$ cat src/rtl/mb_pkg.sv
package mb_pkg;
    typedef enum logic {
        BUF_EMPTY = 1'b0,
        BUF_FULL  = 1'b1
    } buf_state_e;

    typedef enum logic [1:0] {
        SEL_INBOUND  = 2'd0,
        SEL_OUTBOUND = 2'd1,
        SEL_STATUS   = 2'd2,
        SEL_NONE     = 2'd3
    } ctrl_sel_e;

    localparam int unsigned STS_CMD_BIT = 3;
    localparam int unsigned STS_IBF_BIT = 1;
    localparam int unsigned STS_OBF_BIT = 0;
    localparam logic [7:0]  STS_USER_MASK = 8'hF4;
endpackage

$ cat src/rtl/mb_host_decode.sv
module mb_host_decode #(
    parameter int unsigned ADDR_W  = 16,
    parameter int unsigned HI_LSB  = 4,
    parameter logic [ADDR_W-HI_LSB-1:0] BASE_HI = 12'h006
) (
    input  logic [ADDR_W-1:0] addr,
    input  logic              wr,
    input  logic              rd,
    output logic              hit_wr,
    output logic              hit_rd,
    output logic              sel_status
);
    logic match;

    always_comb begin
        match      = (addr[ADDR_W-1:HI_LSB] == BASE_HI) &&
                     !addr[3] && !addr[1] && !addr[0];
        hit_wr     = match && wr;
        hit_rd     = match && rd;
        sel_status = addr[2];
    end
endmodule

$ cat src/rtl/mb_in_fsm.sv
module mb_in_fsm #(
    parameter int unsigned DATA_W = 8
) (
    input  logic              clk,
    input  logic              rst_n,
    input  logic              clr,
    input  logic              host_load,
    input  logic              cmd_in,
    input  logic [DATA_W-1:0] host_data,
    input  logic              ctrl_drain,
    output logic [DATA_W-1:0] idr,
    output logic              full,
    output logic              cmd
);
    import mb_pkg::*;

    buf_state_e state_q, state_d;

    always_comb begin
        state_d = state_q;
        unique case (state_q)
            BUF_EMPTY: if (host_load) state_d = BUF_FULL;
            BUF_FULL:  if (ctrl_drain && !host_load) state_d = BUF_EMPTY;
            default:   state_d = BUF_EMPTY;
        endcase
        if (clr) state_d = BUF_EMPTY;
    end

    always_ff @(posedge clk or negedge rst_n) begin
        if (!rst_n) begin
            state_q <= BUF_EMPTY;
            idr     <= '0;
            cmd     <= 1'b0;
        end else begin
            state_q <= state_d;
            if (clr) begin
                idr <= '0;
                cmd <= 1'b0;
            end else if (host_load) begin
                idr <= host_data;
                cmd <= cmd_in;
            end
        end
    end

    always_comb full = (state_q == BUF_FULL);

    a_r2_load_sets_full: assert property (@(posedge clk) disable iff (!rst_n)
        (host_load && !clr) |=> full);
    a_r3_cmd_capture: assert property (@(posedge clk) disable iff (!rst_n)
        (host_load && !clr) |=> (cmd == $past(cmd_in)));
    a_r4_drain_clears: assert property (@(posedge clk) disable iff (!rst_n)
        (ctrl_drain && !host_load) |=> !full);
    a_r9_load_wins: assert property (@(posedge clk) disable iff (!rst_n)
        (ctrl_drain && host_load && !clr) |=> full);
endmodule

$ cat src/rtl/mb_out_fsm.sv
module mb_out_fsm #(
    parameter int unsigned DATA_W = 8
) (
    input  logic              clk,
    input  logic              rst_n,
    input  logic              clr,
    input  logic              ctrl_load,
    input  logic [DATA_W-1:0] ctrl_data,
    input  logic              host_drain,
    output logic [DATA_W-1:0] odr,
    output logic              full
);
    import mb_pkg::*;

    buf_state_e state_q, state_d;

    always_comb begin
        state_d = state_q;
        unique case (state_q)
            BUF_EMPTY: if (ctrl_load) state_d = BUF_FULL;
            BUF_FULL:  if (host_drain && !ctrl_load) state_d = BUF_EMPTY;
            default:   state_d = BUF_EMPTY;
        endcase
        if (clr) state_d = BUF_EMPTY;
    end

    always_ff @(posedge clk or negedge rst_n) begin
        if (!rst_n) begin
            state_q <= BUF_EMPTY;
            odr     <= '0;
        end else begin
            state_q <= state_d;
            if (clr)            odr <= '0;
            else if (ctrl_load) odr <= ctrl_data;
        end
    end

    always_comb full = (state_q == BUF_FULL);

    a_r8_load_sets_full: assert property (@(posedge clk) disable iff (!rst_n)
        (ctrl_load && !clr) |=> full);
    a_r8_drain_clears: assert property (@(posedge clk) disable iff (!rst_n)
        (host_drain && !ctrl_load) |=> !full);
endmodule

$ cat src/rtl/mb_channel.sv
module mb_channel #(
    parameter int unsigned ADDR_W = 16,
    parameter int unsigned DATA_W = 8,
    parameter logic [ADDR_W-5:0] BASE_HI = 12'h006
) (
    input  logic              clk,
    input  logic              rst_n,
    input  logic              standby,
    input  logic [ADDR_W-1:0] h_addr,
    input  logic              h_wr,
    input  logic              h_rd,
    input  logic [DATA_W-1:0] h_wdata,
    output logic [DATA_W-1:0] h_rdata,
    input  logic [1:0]        c_sel,
    input  logic              c_wr,
    input  logic              c_rd,
    input  logic [DATA_W-1:0] c_wdata,
    output logic [DATA_W-1:0] c_rdata,
    output logic              irq
);
    import mb_pkg::*;

    logic              hit_wr, hit_rd, sel_status;
    logic [DATA_W-1:0] idr, odr, user_q, status;
    logic              ibf, obf, cmd;
    logic              ctrl_drain, ctrl_load, ctrl_sts_wr, host_drain;

    always_comb begin
        ctrl_drain  = c_rd && (ctrl_sel_e'(c_sel) == SEL_INBOUND);
        ctrl_load   = c_wr && (ctrl_sel_e'(c_sel) == SEL_OUTBOUND);
        ctrl_sts_wr = c_wr && (ctrl_sel_e'(c_sel) == SEL_STATUS);
        host_drain  = hit_rd && !sel_status;
    end

    mb_host_decode #(.ADDR_W(ADDR_W), .HI_LSB(4), .BASE_HI(BASE_HI)) u_dec (
        .addr(h_addr), .wr(h_wr), .rd(h_rd),
        .hit_wr(hit_wr), .hit_rd(hit_rd), .sel_status(sel_status)
    );

    mb_in_fsm #(.DATA_W(DATA_W)) u_in (
        .clk(clk), .rst_n(rst_n), .clr(standby),
        .host_load(hit_wr), .cmd_in(sel_status), .host_data(h_wdata),
        .ctrl_drain(ctrl_drain), .idr(idr), .full(ibf), .cmd(cmd)
    );

    mb_out_fsm #(.DATA_W(DATA_W)) u_out (
        .clk(clk), .rst_n(rst_n), .clr(standby),
        .ctrl_load(ctrl_load), .ctrl_data(c_wdata),
        .host_drain(host_drain), .odr(odr), .full(obf)
    );

    always_ff @(posedge clk or negedge rst_n) begin
        if (!rst_n)           user_q <= '0;
        else if (standby)     user_q <= '0;
        else if (ctrl_sts_wr) user_q <= c_wdata & STS_USER_MASK;
    end

    always_comb begin
        status = user_q;
        status[STS_CMD_BIT] = cmd;
        status[STS_IBF_BIT] = ibf;
        status[STS_OBF_BIT] = obf;
        irq = ibf;

        h_rdata = '0;
        if (h_rd && hit_rd) h_rdata = sel_status ? status : odr;

        unique case (ctrl_sel_e'(c_sel))
            SEL_INBOUND:  c_rdata = idr;
            SEL_OUTBOUND: c_rdata = odr;
            SEL_STATUS:   c_rdata = status;
            default:      c_rdata = '0;
        endcase
    end

    a_r1_standby_clears: assert property (@(posedge clk) disable iff (!rst_n)
        standby |=> (status == 8'h00 && !irq));
    a_r6_sts_write_keeps_flags: assert property (@(posedge clk) disable iff (!rst_n)
        (ctrl_sts_wr && !standby && !hit_wr && !ctrl_drain && !ctrl_load && !host_drain)
        |=> ($stable(status[3]) && $stable(status[1]) && $stable(status[0])));
    a_r10_miss_no_change: assert property (@(posedge clk) disable iff (!rst_n)
        ((h_wr || h_rd) && !hit_wr && !hit_rd && !c_wr && !c_rd && !standby)
        |=> $stable(status));
endmodule

$ cat config.mk
export PLATFORM = sky130hd
export DESIGN_NAME = mb_channel
export DESIGN_NICKNAME = d
export VERILOG_FILES = /design/src/rtl/mb_pkg.sv /design/src/rtl/mb_host_decode.sv /design/src/rtl/mb_in_fsm.sv /design/src/rtl/mb_out_fsm.sv /design/src/rtl/mb_channel.sv
export SDC_FILE = /design/constraint.sdc
export NUM_CORES = 1
export LEC_CHECK = 0
export ABC_CLOCK_PERIOD_IN_PS = 1700
export BUFFER_PORTS_ARGS = -buffer_cell sky130_fd_sc_hd__buf_2
export CAP_MARGIN = 20
export CORE_AREA = 2 2 69 58
export DETAILED_ROUTE_END_ITERATION = 16
export DIE_AREA = 0 0 71 60
export PLACE_DENSITY = 0.73
export RECOVER_POWER = 25
export SLEW_MARGIN = 20
export SYNTH_ARGS = -nofsm -noshare
export SYNTH_HDL_FRONTEND = slang
export SYNTH_SLANG_ARGS = --single-unit
$ cat constraint.sdc
create_clock -name clk -period 1.7 [get_ports clk]
set_input_delay 0.17 -clock clk [delete_from_list [all_inputs] [get_ports clk]]
set_output_delay 0.17 -clock clk [all_outputs]
set_load 0.02 [all_outputs]
---- Word-level counts from Yosys, hierarchy flattened ----
Cells that the tools add are included.
Widths: inputs -> output; s select.
storage, ports and cells
  input bits .............................. 41
  register bits after elaboration ......... 27
  output and inout bits ................... 17
  word-level logic and storage cells ...... 52
operators by class
  bitwise gates (word level) .............. 2
  mux-type cells .......................... 19
  eq/ne operators ......................... 3
  reductions and logical operators ........ 22
operators with widths
  operator             count
  $mux 8               8
  $pmux 8 s3           1
  $eq 12x3->1 const B  1
  $logic_and 1x1->1    12
  $mux 1               8
  $logic_not 1->1      6
  $reduce_bool 2->1    3
  $pmux 1 s2           2
  $eq 2x1->1 const B   1
  $eq 2x2->1 const B   1
  $logic_not 2->1      1
  $not 1->1            2

---- Logic depth before layout (Yosys ltp) ----
  depth after elaboration ................. 10
  depth in mapped cells ................... 5

---- Modules after synthesis ----
Synthesis repeated with hierarchy kept, for this count alone.
second synthesis, totals
  cells, all modules ...................... 134
  area total of the unflattened synthesis .. 1442.6 um^2
by module, submodules not included
  module          instances  seq. area each (um^2)  cells an instance  area each (um^2)
  mb_channel      1          125.1                  63                 583.1
  mb_in_fsm       1          250.2                  33                 405.4
  mb_out_fsm      1          225.2                  30                 366.6
  mb_host_decode  1          0.0                    8                  87.6

---- Worst setup path before layout ----
Ideal clock, no wire load.
  path type ............................... in2out
  start ................................... input h_addr[9]
  end ..................................... output h_rdata[0]
  stages .................................. 4
  required time ........................... 1530 ps
  buffers on the path ..................... 1
  arrival time ............................ 1573 ps
  setup slack ............................. -43 ps
  cell sequence ........................... or4b_1 or4_1 buf_6 nor2_2
on the way
  cells in the longest elaborated chain, start to end .. 7
RTL lines
  what                            line                  RTL
  from (decl)                     mb_channel.sv:9       input logic [ADDR_W-1:0] h_addr,
  $eq 12x3->1                     mb_host_decode.sv:16  match = (addr[ADDR_W-1:HI_LSB] == BASE_HI) &&
  $logic_and 1x1->1               mb_host_decode.sv:16
  $logic_and 1x1->1 (2 in a row)  mb_host_decode.sv:17  !addr[3] && !addr[1] && !addr[0];
  $logic_and 1x1->1               mb_host_decode.sv:19  hit_rd = match && rd;
  $logic_and 1x1->1               mb_channel.sv:66      if (h_rd && hit_rd) h_rdata = sel_status ? status : odr;
  $mux 8                          mb_channel.sv:66
  to (decl)                       mb_channel.sv:13      output logic [DATA_W-1:0] h_rdata,
Every way passes these cells.

---- Worst setup path in the final report ----
  start ................................... input h_addr[0]
  end ..................................... output h_rdata[3]
on the way
  cells in the longest elaborated chain, start to end .. 5
RTL lines
  what               line
  $logic_not 1->1    mb_host_decode.sv:17
  $logic_and 1x1->1  mb_host_decode.sv:17
  $logic_and 1x1->1  mb_host_decode.sv:19
  $logic_and 1x1->1  mb_channel.sv:66
  $mux 8             mb_channel.sv:66
Every way passes these cells.

==> flow_summary.json <==
{
  "outcome": "complete, but fails checks",
  "violations": "setup timing",
  "seq_power_share_pct": 54.0,
  "p_sw_w": 0.0002721,
  "power_density_nw_per_um2": 553.6,
  "track_usage_pct": 18.11,
  "routed_wl_mm": 3.689,
  "drt_iter0_markers": 61,
  "design_area_um2": 1976,
  "arrival_ps": 1720,
  "fin_worst_skew_ps": 0,
  "root_buffer": "clkbuf_8",
  "relSlewSlack_pct": 15.35,
  "rsz0062_at_grt": "true",
  "min_period_ps": 1890,
  "fin_crit_sh_pct": 111.2,
  "die_h_um": 60,
  "yosysTopAreaCellShare_pct": 40.82,
  "ir_worst_vdd_mv": 0.3913,
  "synth.top_cells.by_count": "30 x mux2i_1, 24 x dfrtp_1, 18 x nand2b_1",
  "avgSynthCellArea_um2": 9.432,
  "tritoncts": "yes",
  "cpMostUsedCell": "buf_6",
  "synth_area_leaders": "dfrtp_1 41%, mux2i_1 20%, nand2b_1 7.7%",
  "p_int_w": 0.0008217,
  "syn_nets": 197,
  "placed_area_um2": 1794,
  "antenna_found_initial": 0,
  "ys_async_sr_fraction_pct": 100.0,
  "syn_to_final_growth_pct": 34.27,
  "num_vias": 1332,
  "crit_chain": "buf_6 > or4_1 > or4_4 > buf_12 > nor2_4 > buf_6",
  "fmax_ghz": 0.5292,
  "grt_pass1_vias": 1267,
  "synth_largest_area_cell": "dfrtp_1",
  "clock-sinks": 24,
  "post-synth-top-count-cell": "mux2i_1",
  "synthCells": 156,
  "crit_type": "input port to output pin",
  "die_w_um": 71,
  "cts-htree-levels": 1,
  "ant_nets": 0,
  "post-place-cells": 250,
  "start_kind": "input port",
  "clk_pin_slew_ps": 80,
  "clockBufferDepth": 2,
  "numCtsBuffers": 3,
  "ff2ff_setup_slack_ps": 870,
  "syn_area_um2": 1471,
  "grt_overflow_total": 0,
  "ys_ff_latch": 24,
  "port_buffers": 57,
  "crit_required_ps": 1530,
  "swShare_pct": 24.87,
  "num_rows": 20,
  "fin_nets": 253,
  "setup_tns_ps": -1465,
  "grt_pass1_wl_mm": 6.065,
  "initial_core_util_pct": 40.55,
  "wl_per_cell_um": 14.52,
  "slowest_stage": "or4_4",
  "hold_slack_ps": 153.2,
  "setup_viol": 8,
  "hold_path.class": "input port to flop",
  "pwr-share-clk_pct": 29.8,
  "diodes": 0,
  "stdcell_count": 254,
  "crit_family": "simple AND/OR/NAND/NOR gates",
  "grt_max_degree": 34,
  "fin_ws_ps": -189.8,
  "vias_per_cell": 5.244,
  "yosys_warnings": 0,
  "synth_edf_count": 0,
  "max_slew.worst_pin.slew_ps": 1270,
  "core_um2": 3628,
  "first_pass_iters": 4,
  "worst-path-buf-inv": 3,
  "cap_violations": 0,
  "p_leak_nw": 0.9155,
  "drc": 0,
  "drive_gt1_share_pct": 35.24,
  "ios": 58,
  "dp.final_hpwl_mm": 2.656,
  "clk_latency_ps": 260,
  "yosysSeqAreaShare_pct": 40.82,
  "yosysUniqueCellTypes": 23,
  "slew_violations": 0,
  "cp_max_fo": 8,
  "ys.flop_type": "dfrtp_1",
  "gp_congestion": 0.8033,
  "end_kind": "output pin",
  "combPwrFrac_pct": 16.2,
  "die_area_um2": 4260,
  "max_stage_delay_ps": 550,
  "hold_viol_final": 0
}
==> state kept, by name, summed over array words and instances, names as in the netlist <==
| name | count |
|---|---|
| user_q | 5 |
| u_in.cmd | 1 |
| u_in.full | 1 |
| u_out.odr | 8 |
| u_in.idr | 8 |
| u_out.full | 1 |
==> power groups by stage <==
stage | Sequential, W | Combinational [W] | Clock [W]
3_5_place_dp | 0.000602 | 0.000167 | 0
4_1_cts | 0.000590 | 0.000175 | 0.000333
5_1_grt | 0.000592 | 0.000193 | 0.000358
3_3_place_gp | 0.000601 | 0.000165 | 0
2_1_floorplan | 0.000599 | 0.0000864 | 0
6_report | 0.000590 | 0.000177 | 0.000326
==> cells in the final DEF, fill, tap and decap left out, drive strengths merged <==
master and n:
nand3b 2, buf 60, a211oi 1, a21oi 10
nand2 16, mux2i 30, or4b 6, dlygate4sd3 1
nand3 8, a21boi 1, nor2 14, o21ai 8
nor2b 1, dfrtp 24, nand2b 18, clkbuf 4
o21ba 1, nor4 2, or4 3
==> worst paths after layout <==
check	start	end	cells past startpoint
worst min-delay path	c_wdata[0]	u_out.odr[0]	3
worst max register to register	u_in.full	u_in.full	2
min in group asynchronous	rst_n	u_out.odr[5]	2
worst min register to register	u_out.odr[6]	u_out.odr[6]	2
max in group asynchronous	rst_n	u_in.idr[7]	2
worst max-delay path	h_addr[0]	h_rdata[3]	6
==> metal layers <==
layer | share of wire [%] | vias up | routed length, um | GRT usage, %
met5 | 0 | - | 0 | 0
met4 | 0.98 | 0 | 36 | 2.965
met3 | 3.6 | 6 | 132 | 4.553
met2 | 48 | 32 | 1774 | 31.38
met1 | 47 | 640 | 1747 | 23.60
li1 | - | 654 | - | -
==> final cells by class <==
| cell class | count | area [um2] |
|---|---|---|
| multi-input cells | 121 | 867.1 |
| fillers | 330 | 1653 |
| clock buffers | 3 | 41.29 |
| flip-flops and latches | 24 | 600.6 |
| well taps | 44 | 55.05 |
| repair buffers | 62 | 411.6 |
==> timing repair <==
action                                  4_1_cts  5_1_grt
endpoints found under the hold margin        24        0
buffers inserted                              0        0
pin swaps                                    11        7
cloned                                        0        0
hold buffers                                  1        0
resized for setup                            30        2
endpoints found under the setup margin        8        8
==> through the flow <==
step	worst slack (ps)	power [W]	util (%)
after detailed placement	-235.5	0.0007691	49.45
after floorplan	-42.66	0.0006854	-
after global routing	-226.8	0.001143	54.45
after CTS	-165.5	0.001098	54.14
final	-189.8	0.001094	54.45
after global placement	-214.9	0.0007659	49.45
==> worst register-to-register path, cell delays in order (launching register included) <==
cell,delay (ps)
dfrtp_1,410
a21boi_0,130
o21ba_1,180
==> logic make-up (layout without fill, tap and decap cells) <==
family,Yosys count,count (layout),share of synthesized area [%]
AO/OA/AOI/OAI,21,21,7.824
AND/OR/NAND/NOR,70,70,27.30
flip-flops,24,24,40.82
buffers and inverters,11,65,3.656
multiplexers,30,30,20.41
Note: power is estimated with default switching activity, not from simulation.
